===== src/rtl/sdram_col_pkg.sv =====
package sdram_col_pkg;
  typedef enum logic [1:0] {
    BL_2    = 2'd0,
    BL_4    = 2'd1,
    BL_8    = 2'd2,
    BL_PAGE = 2'd3
  } burst_len_e;

  typedef struct packed {
    burst_len_e len;
    logic       ilv;
  } burst_mode_t;
endpackage


===== src/rtl/sdram_col_ctl.sv =====
module sdram_col_ctl
  import sdram_col_pkg::*;
#(
  parameter int unsigned COL_W = 9
) (
  input  logic             clk_i,
  input  logic             rst_ni,
  input  logic             start_i,
  input  logic [COL_W-1:0] start_col_i,
  input  logic [1:0]       bl_i,
  input  logic             ilv_i,
  input  logic             term_i,
  output logic             active_o,
  output logic             last_o,
  output logic [COL_W-1:0] beat_o,
  output logic [COL_W-1:0] base_o,
  output burst_mode_t      mode_o
);
  logic             active_q;
  logic [COL_W-1:0] beat_q;
  logic [COL_W-1:0] base_q;
  burst_mode_t      mode_q;
  logic [COL_W-1:0] final_beat;

  always_comb begin
    unique case (mode_q.len)
      BL_2:    final_beat = COL_W'(1);
      BL_4:    final_beat = COL_W'(3);
      BL_8:    final_beat = COL_W'(7);
      default: final_beat = '1;
    endcase
  end

  // full page never flags its own end
  assign last_o = active_q && (mode_q.len != BL_PAGE) && (beat_q == final_beat);

  always_ff @(posedge clk_i or negedge rst_ni) begin
    if (!rst_ni) begin
      active_q <= 1'b0;
      beat_q   <= '0;
      base_q   <= '0;
      mode_q   <= '{len: BL_2, ilv: 1'b0};
    end else if (start_i) begin
      active_q <= 1'b1;
      beat_q   <= '0;
      base_q   <= start_col_i;
      mode_q   <= '{len: burst_len_e'(bl_i), ilv: ilv_i};
    end else if (active_q) begin
      if (last_o || term_i) begin
        active_q <= 1'b0;
      end else begin
        beat_q <= beat_q + COL_W'(1);
      end
    end
  end

  assign active_o = active_q;
  assign beat_o   = beat_q;
  assign base_o   = base_q;
  assign mode_o   = mode_q;

  p_last_end_r3: assert property (@(posedge clk_i) disable iff (!rst_ni)
    last_o && !start_i |=> !active_q);
  p_term_end_r8: assert property (@(posedge clk_i) disable iff (!rst_ni)
    active_q && term_i && !start_i |=> !active_q);
  p_idle_hold_r8: assert property (@(posedge clk_i) disable iff (!rst_ni)
    !active_q && !start_i |=> !active_q);
  p_restart_r9: assert property (@(posedge clk_i) disable iff (!rst_ni)
    start_i |=> active_q && beat_q == '0);
  p_mode_hold_r10: assert property (@(posedge clk_i) disable iff (!rst_ni)
    active_q && !start_i |=> $stable(mode_q) && $stable(base_q));
endmodule


===== src/rtl/sdram_col_map.sv =====
module sdram_col_map
  import sdram_col_pkg::*;
#(
  parameter int unsigned COL_W = 9
) (
  input  logic [COL_W-1:0] base_i,
  input  logic [COL_W-1:0] beat_i,
  input  burst_mode_t      mode_i,
  output logic [COL_W-1:0] col_o
);
  logic [COL_W-1:0] lin_sum;
  logic [COL_W-1:0] xor_idx;
  logic [COL_W-1:0] blk_mask;
  logic             page;

  assign lin_sum = base_i + beat_i;
  assign xor_idx = base_i ^ beat_i;
  assign page    = (mode_i.len == BL_PAGE);

  always_comb begin
    unique case (mode_i.len)
      BL_2:    blk_mask = COL_W'(1);
      BL_4:    blk_mask = COL_W'(3);
      BL_8:    blk_mask = COL_W'(7);
      default: blk_mask = '0;
    endcase
  end

  // per bit: page walk, in-block step, or frozen block field
  for (genvar i = 0; i < COL_W; i++) begin : g_bit
    assign col_o[i] = page        ? lin_sum[i] :
                      blk_mask[i] ? (mode_i.ilv ? xor_idx[i] : lin_sum[i]) :
                                    base_i[i];
  end
endmodule


===== src/rtl/sdram_col_seq.sv =====
module sdram_col_seq
  import sdram_col_pkg::*;
#(
  parameter int unsigned COL_W = 9
) (
  input  logic             clk_i,
  input  logic             rst_ni,
  input  logic             start_i,
  input  logic [COL_W-1:0] start_col_i,
  input  logic [1:0]       bl_i,
  input  logic             ilv_i,
  input  logic             term_i,
  output logic [COL_W-1:0] col_o,
  output logic             valid_o,
  output logic             last_o
);
  logic [COL_W-1:0] beat;
  logic [COL_W-1:0] base;
  burst_mode_t      mode;

  sdram_col_ctl #(.COL_W(COL_W)) u_ctl (
    .clk_i       (clk_i),
    .rst_ni      (rst_ni),
    .start_i     (start_i),
    .start_col_i (start_col_i),
    .bl_i        (bl_i),
    .ilv_i       (ilv_i),
    .term_i      (term_i),
    .active_o    (valid_o),
    .last_o      (last_o),
    .beat_o      (beat),
    .base_o      (base),
    .mode_o      (mode)
  );

  sdram_col_map #(.COL_W(COL_W)) u_map (
    .base_i (base),
    .beat_i (beat),
    .mode_i (mode),
    .col_o  (col_o)
  );

  p_first_col_r2: assert property (@(posedge clk_i) disable iff (!rst_ni)
    start_i |=> valid_o && col_o == $past(start_col_i));
  p_last_valid_r3: assert property (@(posedge clk_i) disable iff (!rst_ni)
    last_o |-> valid_o);
  p_block_fixed_r4: assert property (@(posedge clk_i) disable iff (!rst_ni)
    valid_o && !last_o && !start_i && !term_i && mode.len != BL_PAGE
    |=> $stable(col_o[COL_W-1:3]));
  p_page_step_r7: assert property (@(posedge clk_i) disable iff (!rst_ni)
    valid_o && mode.len == BL_PAGE && !start_i && !term_i
    |=> valid_o && col_o == $past(col_o) + COL_W'(1));
  p_page_nolast_r7: assert property (@(posedge clk_i) disable iff (!rst_ni)
    valid_o && mode.len == BL_PAGE |-> !last_o);
endmodule


===== config.mk =====
export PLATFORM = sky130hd
export DESIGN_NAME = sdram_col_seq
export DESIGN_NICKNAME = d
export VERILOG_FILES = /design/src/rtl/sdram_col_pkg.sv /design/src/rtl/sdram_col_ctl.sv /design/src/rtl/sdram_col_map.sv /design/src/rtl/sdram_col_seq.sv
export SDC_FILE = /design/constraint.sdc
export NUM_CORES = 1
export LEC_CHECK = 0
export BUFFER_PORTS_ARGS = -buffer_cell sky130_fd_sc_hd__buf_2
export CORE_MARGIN = 2
export CORE_UTILIZATION = 58
export CTS_BUF_LIST = sky130_fd_sc_hd__clkbuf_8
export CTS_CLUSTER_SIZE = 16
export DETAILED_ROUTE_END_ITERATION = 7
export GPL_TIMING_DRIVEN = 0
export PLACE_DENSITY = 0.89
export REMOVE_ABC_BUFFERS = 1
export SLEW_MARGIN = 10
export SYNTH_ARGS = -nofsm -noshare
export SYNTH_HDL_FRONTEND = slang
export SYNTH_SLANG_ARGS = --single-unit

===== constraint.sdc =====
create_clock -name clk_i -period 2.9 [get_ports clk_i]
set_clock_uncertainty 0.15 [all_clocks]
set_input_delay 0.145 -clock clk_i [delete_from_list [all_inputs] [get_ports clk_i]]
set_output_delay 0.145 -clock clk_i [all_outputs]
set_load 0.01 [all_outputs]

==> out/results.ini, run 1 <==
[status]
status = finished, final reports clean

[route]
wirelength_um = 3310
wl_per_cell_um = 15.0
first_iter_violations = 30
via_per_inst = 5.95
drc = 0
drtAntennaViolNets = 0
vias = 1314
dr.pass1.iters = 4

[min_path]
min_delay_path_depth = 2
hp-class = primary input to flop

[floorplan]
core-area_um2 = 2500
die_y_um = 55.8
start_util_pct = 62.2
die_area_um2 = 3110
die_x_um = 55.8
ios = 27
std_cell_rows = 18

[cells_and_area]
regArea_um2 = 552
layout-drive-gt1-share_pct = 27.7
area_growth_pct = 20.2
multi_input_area_um2 = 962
nFillCells = 171
antenna_cells = 0
utilization_pct = 74.7
nets = 222

[clock_network]
path_clk_slew_ns = 0.08
clockBufferDepth = 2
cts_tree = yes
cts_root_buf = clkbuf_8
cts_made_buffers = 3
cts_sinks = 22
clk-insertion-delay-late_ns = 0.27
htree_levels = 1

[placed_design]
place_congestion = 0.885
dp_hpwl_um = 2330
io_buffers = 26

[worst_setup_path]
critPathMaxFanout = 7
criticalPathCategory = flop to primary output
critPathArrivalTime_ns = 2.47
r2r_cells = 6
start_kind = flop
required_ns = 2.61
endpoint_kind = primary output

[pwr]
p_per_area_nw_per_um2 = 400
p_leak_nw = 0.851
irDropWorstVdd_mv = 0.346

[timing]
slew_viol_final = 0
rsz0062_at_grt = no
fmax_mhz = 362
setup_violations = 0
max_slew_margin_pct = 68.0
finalSetupTns_ns = 0
worstMarginPinSlew_ns = 0.481
finalCritPeriodShare_pct = 95.2
hold_viol = 0
min_period_ns = 2.76

[global_routing]
grt_pass1_wl_um = 5800
grt_pass1_vias = 1359
overflow = 0
grt_usage_pct = 22.9
antenna_found_initial = 0
grt_start_max_net_pins = 25

[logic_synthesis]
syn-cell-area_um2 = 1550
syn_inst = 154
postSynthAreaPerCell_um2 = 10.1
yosys_warnings = 0
synth_cell_types = 42
ys_ff_latch = 22
synth_top_flop_cell = dfrtp_1
seq_area_frac_synth_pct = 35.4
postSynth.asyncResetShare_pct = 100
synth_edf_count = 0

[job]
maxCapViolations = 0

==> final timing paths <==
kind | slack [ns] | endpoint | from
max | 0.14 | col_o[8] | u_ctl.beat_o[0]
min | 0.17 | u_ctl.beat_o[3] | start_i
max reg2reg | 0.98 | u_ctl.beat_o[1] | u_ctl.mode_o[1]
min reg2reg | 0.37 | u_ctl.base_o[0] | u_ctl.base_o[0]
max in group asynchronous | 2.02 | u_ctl.beat_o[0] | rst_ni
min in group asynchronous | 0.21 | u_ctl.base_o[7] | rst_ni
==> routing by layer <==
metal | vias up | global-route usage, % | wire length [um]
li1 | 630 | - | -
met1 | 635 | 27.9 | 1380
met2 | 40 | 40.0 | 1710
met3 | 9 | 3.72 | 145
met4 | 0 | 9.76 | 70
met5 | - | 0 | 0
==> synth_stat cells (2+ instances only) <==
| cell | instances | area (um^2) |
|---|---|---|
| nor3_1 | 5 | 25.0 |
| and3_1 | 2 | 12.5 |
| nand2b_1 | 3 | 18.8 |
| o21ai_0 | 5 | 25.0 |
| o21ai_2 | 2 | 17.5 |
| xor2_1 | 11 | 96.3 |
| nor2_1 | 15 | 56.3 |
| o2bb2ai_1 | 2 | 17.5 |
| a21oi_2 | 2 | 17.5 |
| clkbuf_1 | 2 | 7.51 |
| a21oi_1 | 3 | 15.0 |
| a31oi_1 | 3 | 18.8 |
| mux2_2 | 12 | 135 |
| buf_2 | 2 | 10.0 |
| a211oi_1 | 2 | 15.0 |
| nand4_1 | 2 | 12.5 |
| xnor2_1 | 4 | 35.0 |
| dfrtp_1 | 22 | 551 |
| nand2_1 | 12 | 45.0 |
| o211ai_1 | 6 | 45.0 |
| inv_1 | 4 | 15.0 |
| ha_1 | 12 | 150 |
| nor2b_1 | 2 | 12.5 |
==> state kept, by name, summed over array words and instances (netlist names) <==
| signal | count |
|---|---|
| u_ctl.active_o | 1 |
| u_ctl.base_o | 9 |
| u_ctl.beat_o | 9 |
| u_ctl.mode_o | 3 |
==> through the flow <==
stage / setup slack, ns / hold slack (ns) / cell area (um^2) / std cells / total power [mW]
6_report: 0.139 / 0.166 / 1870 / 221 / 0.747
5_1_grt: 0.00122 / 0.197 / 1870 / 221 / 0.788
4_1_cts: 0.0644 / 0.174 / 1870 / 221 / 0.750
3_5_place_dp: 0.267 / -0.00260 / 1690 / 205 / 0.545
3_3_place_gp: 0.344 / -0.0140 / 1690 / 205 / 0.535
2_1_floorplan: 0.530 / -0.301 / 1530 / 149 / 0.479
==> logic make-up after synthesis <==
logic type,Yosys count,synth area share [%]
simple gates,47,15.1
buf+inv,9,2.82
mux,14,10.3
flops,22,35.4
xor+xnor,15,8.45
fa+ha+maj,13,10.9
compound gates,34,16.9
==> placed cells by master, fill, tap and decap left out, types with 3 or more instances in the layout <==
cell	count
nor3_1	5
xnor2_1	4
xor2_1	11
o211ai_1	6
nand2_1	12
a21oi_1	3
buf_2	26
nor2_1	15
ha_1	12
o21ai_0	5
dfrtp_1	21
clkbuf_8	3
inv_1	4
a31oi_1	3
mux2_2	12
dlygate4sd3_1	13
nand2b_1	3
==> final cells by class <==
class	instances	share of cell area (%)
Multi-Input combinational cell	123	51.5
Sequential cell	22	29.5
Timing Repair Buffer	39	13.9
Clock buffer	3	2.21
Tap cell	30	2.01
Inverter	4	0.804
==> repair_timing <==
| action | 4_1_cts | 5_1_grt |
|---|---|---|
| gates resized for setup | 1 | 1 |
| cloned | 0 | 0 |
| hold endpoints to repair | 34 | 0 |
| pin swaps | 0 | 1 |
| hold buffers | 13 | 0 |
| buffers inserted | 0 | 0 |
| setup endpoints to repair | 1 | 1 |
==> power breakdown <==
group          internal, mW  total [mW]  switching, mW
logic                 0.101       0.208          0.107
registers             0.327       0.350         0.0224
clock network        0.0929       0.190         0.0973
==> critical path, stage by stage (launching register included) <==
cell      delay, ns
dfrtp_2        0.45
ha_1           0.27
fa_2           0.40
a211oi_4       0.28
o21ai_2        0.12
a31oi_1        0.21
xor2_1         0.11
o32ai_2        0.19
buf_2          0.16
(Power assumes the default switching activity.)
==> run 2: changes to the inputs <==
--- a/config.mk
+++ b/config.mk
@@ -12,6 +12,7 @@
 export CTS_CLUSTER_SIZE = 16
 export DETAILED_ROUTE_END_ITERATION = 7
 export GPL_TIMING_DRIVEN = 0
+export MAX_ROUTING_LAYER = met4
 export PLACE_DENSITY = 0.89
 export REMOVE_ABC_BUFFERS = 1
 export SLEW_MARGIN = 10
==> out/results.ini, run 2 (synthesis gave the netlist of run 1 again) <==
[status]
status = finished, final reports clean

[floorplan]
core-area_um2 = 2500  ; unchanged
start_util_pct = 62.2  ; unchanged
std_cell_rows = 18  ; unchanged
die_x_um = 55.8  ; unchanged
ios = 27  ; unchanged
die_area_um2 = 3110  ; unchanged
die_y_um = 55.8  ; unchanged

[placed_design]
dp_hpwl_um = 2330  ; unchanged
dp.cells = 205  ; unchanged
io_buffers = 26  ; unchanged
place_congestion = 0.900  ; +1.7%

[timing]
max_slew_margin_pct = 67.6  ; -0.31 points
finalCritPeriodShare_pct = 94.8  ; -0.41 points
slew_viol_final = 0  ; unchanged
fmax_mhz = 364  ; +0.43%
hold_viol = 0  ; unchanged
worstMarginPinSlew_ns = 0.485  ; +0.00462 ns
min_period_ns = 2.75  ; -0.0119 ns
setup_violations = 0  ; unchanged
rsz0062_at_grt = no
finalSetupTns_ns = 0  ; unchanged

[pwr]
irDropWorstVdd_mv = 0.347  ; +0.26%
p_total_uw = 749  ; +0.22%
p_per_area_nw_per_um2 = 401  ; +0.22%
p_leak_nw = 0.851  ; about the same

[clock_network]
htree_levels = 1  ; unchanged
clockBufferDepth = 2  ; unchanged
cts_made_buffers = 3  ; unchanged
clk-insertion-delay-late_ns = 0.27  ; about the same
cts_root_buf = clkbuf_8
cts_sinks = 22  ; unchanged
cts_tree = yes
path_clk_slew_ns = 0.08  ; about the same

[cells_and_area]
layout-drive-gt1-share_pct = 27.7  ; unchanged
multi_input_area_um2 = 962  ; unchanged
area_growth_pct = 20.2  ; unchanged
antenna_cells = 0  ; unchanged
nFillCells = 171  ; unchanged
mostFrequentLayoutCell = buf_2
regArea_um2 = 552  ; unchanged
nets = 222  ; unchanged
fin_cells = 221  ; unchanged
layout_common_cells = buf_2 (26), dfrtp_1 (21), nor2_1 (15), dlygate4sd3_1 (13)

[global_routing]
grt_pass1_vias = 1363  ; +0.29%
grt_start_max_net_pins = 25  ; unchanged
grt_pass1_wl_um = 5780  ; -0.24%
overflow = 0  ; unchanged
antenna_found_initial = 0  ; unchanged
grt_usage_pct = 23.6  ; +0.65 points

[route]
wirelength_um = 3310  ; about the same
vias = 1319  ; +0.38%
drc = 0  ; unchanged
via_per_inst = 5.97  ; +0.38%
wl_per_cell_um = 15.0  ; about the same
first_iter_violations = 30  ; unchanged
dr.pass1.iters = 4  ; unchanged
drtAntennaViolNets = 0  ; unchanged

[worst_setup_path]
max_stage_delay_ns = 0.45  ; about the same
criticalPathCategory = flop to primary output
critPathMaxFanout = 7  ; unchanged
path_cells = ha_1 > fa_2 > a211oi_4 > o21ai_2 > a211oi_1 > o21bai_1 > o32ai_2 > buf_2
endpoint_kind = primary output
start_kind = flop
critPathArrivalTime_ns = 2.45  ; -0.02 ns
required_ns = 2.61  ; about the same
worst_path_max_delay_cell = dfrtp_2

[job]
maxCapViolations = 0  ; unchanged

[min_path]
hp-class = primary input to flop

==> run 2: worst paths after layout <==
path                                 startpoint         endpoint  slack (ns)  cells after the start
worst max-delay path            u_ctl.beat_o[0]         col_o[8]        0.15                      8
worst max register to register  u_ctl.mode_o[2]  u_ctl.beat_o[1]        0.98                      6
worst min register to register  u_ctl.base_o[0]  u_ctl.base_o[0]        0.37                      1
min in group asynchronous                rst_ni  u_ctl.base_o[7]        0.21                      2
worst min-delay path                    start_i  u_ctl.beat_o[3]        0.17                      2
max in group asynchronous                rst_ni  u_ctl.beat_o[0]        2.02                      2
==> run 2: cell type report <==
cell class / instances / area share, %
multi-input cells: 123 / 51.5
flip-flops and latches: 22 / 29.5
repair buffers: 39 / 13.9
clock buffers: 3 / 2.21
well taps: 30 / 2.01
inverters: 4 / 0.804
==> run 2: layer usage <==
metal	wire length (um)	vias to the layer above	global-route usage [%]
li1	-	629	-
met5	0	-	-
met4	82	0	9.76
met2	1690	36	40.0
met3	125	9	3.72
met1	1410	645	27.9
==> run 2: power by group <==
part / switching, mW / internal, mW / total, mW
Clock: 0.0991 / 0.0929 / 0.192
Sequential: 0.0224 / 0.327 / 0.350
Combinational: 0.106 / 0.101 / 0.207
Total: 0.228 / 0.521 / 0.749
==> run 2: critical path, delay by kind of cell (launching register included) <==
kind	cells	cell delay, ns
AO/OA/AOI/OAI	5	0.91
adder cells (fa/ha/maj)	2	0.67
buffers and inverters	1	0.16
flip-flops	1	0.45
==> run 2: repair_timing <==
action | 4_1_cts | 5_1_grt
hold endpoints to repair | 34 | 0
hold buffers | 13 | 0
buffers inserted | 0 | 0
gates cloned | 0 | 0
pin swaps | 0 | 2
endpoints found under the setup margin | 1 | 1
gates resized for setup | 1 | 1
==> run 2: metrics by stage <==
| stage | instance area (um^2) | utilization, % | hold slack, ns | setup WS (ns) |
|---|---|---|---|---|
| floorplan | 1530 | - | -0.301 | 0.530 |
| global placement | 1690 | 67.7 | -0.0140 | 0.344 |
| detailed placement | 1690 | 67.7 | -0.00260 | 0.267 |
| CTS | 1870 | 74.7 | 0.174 | 0.0644 |
| global route | 1870 | 74.7 | 0.195 | 0.0326 |
| finish | 1870 | 74.7 | 0.168 | 0.151 |
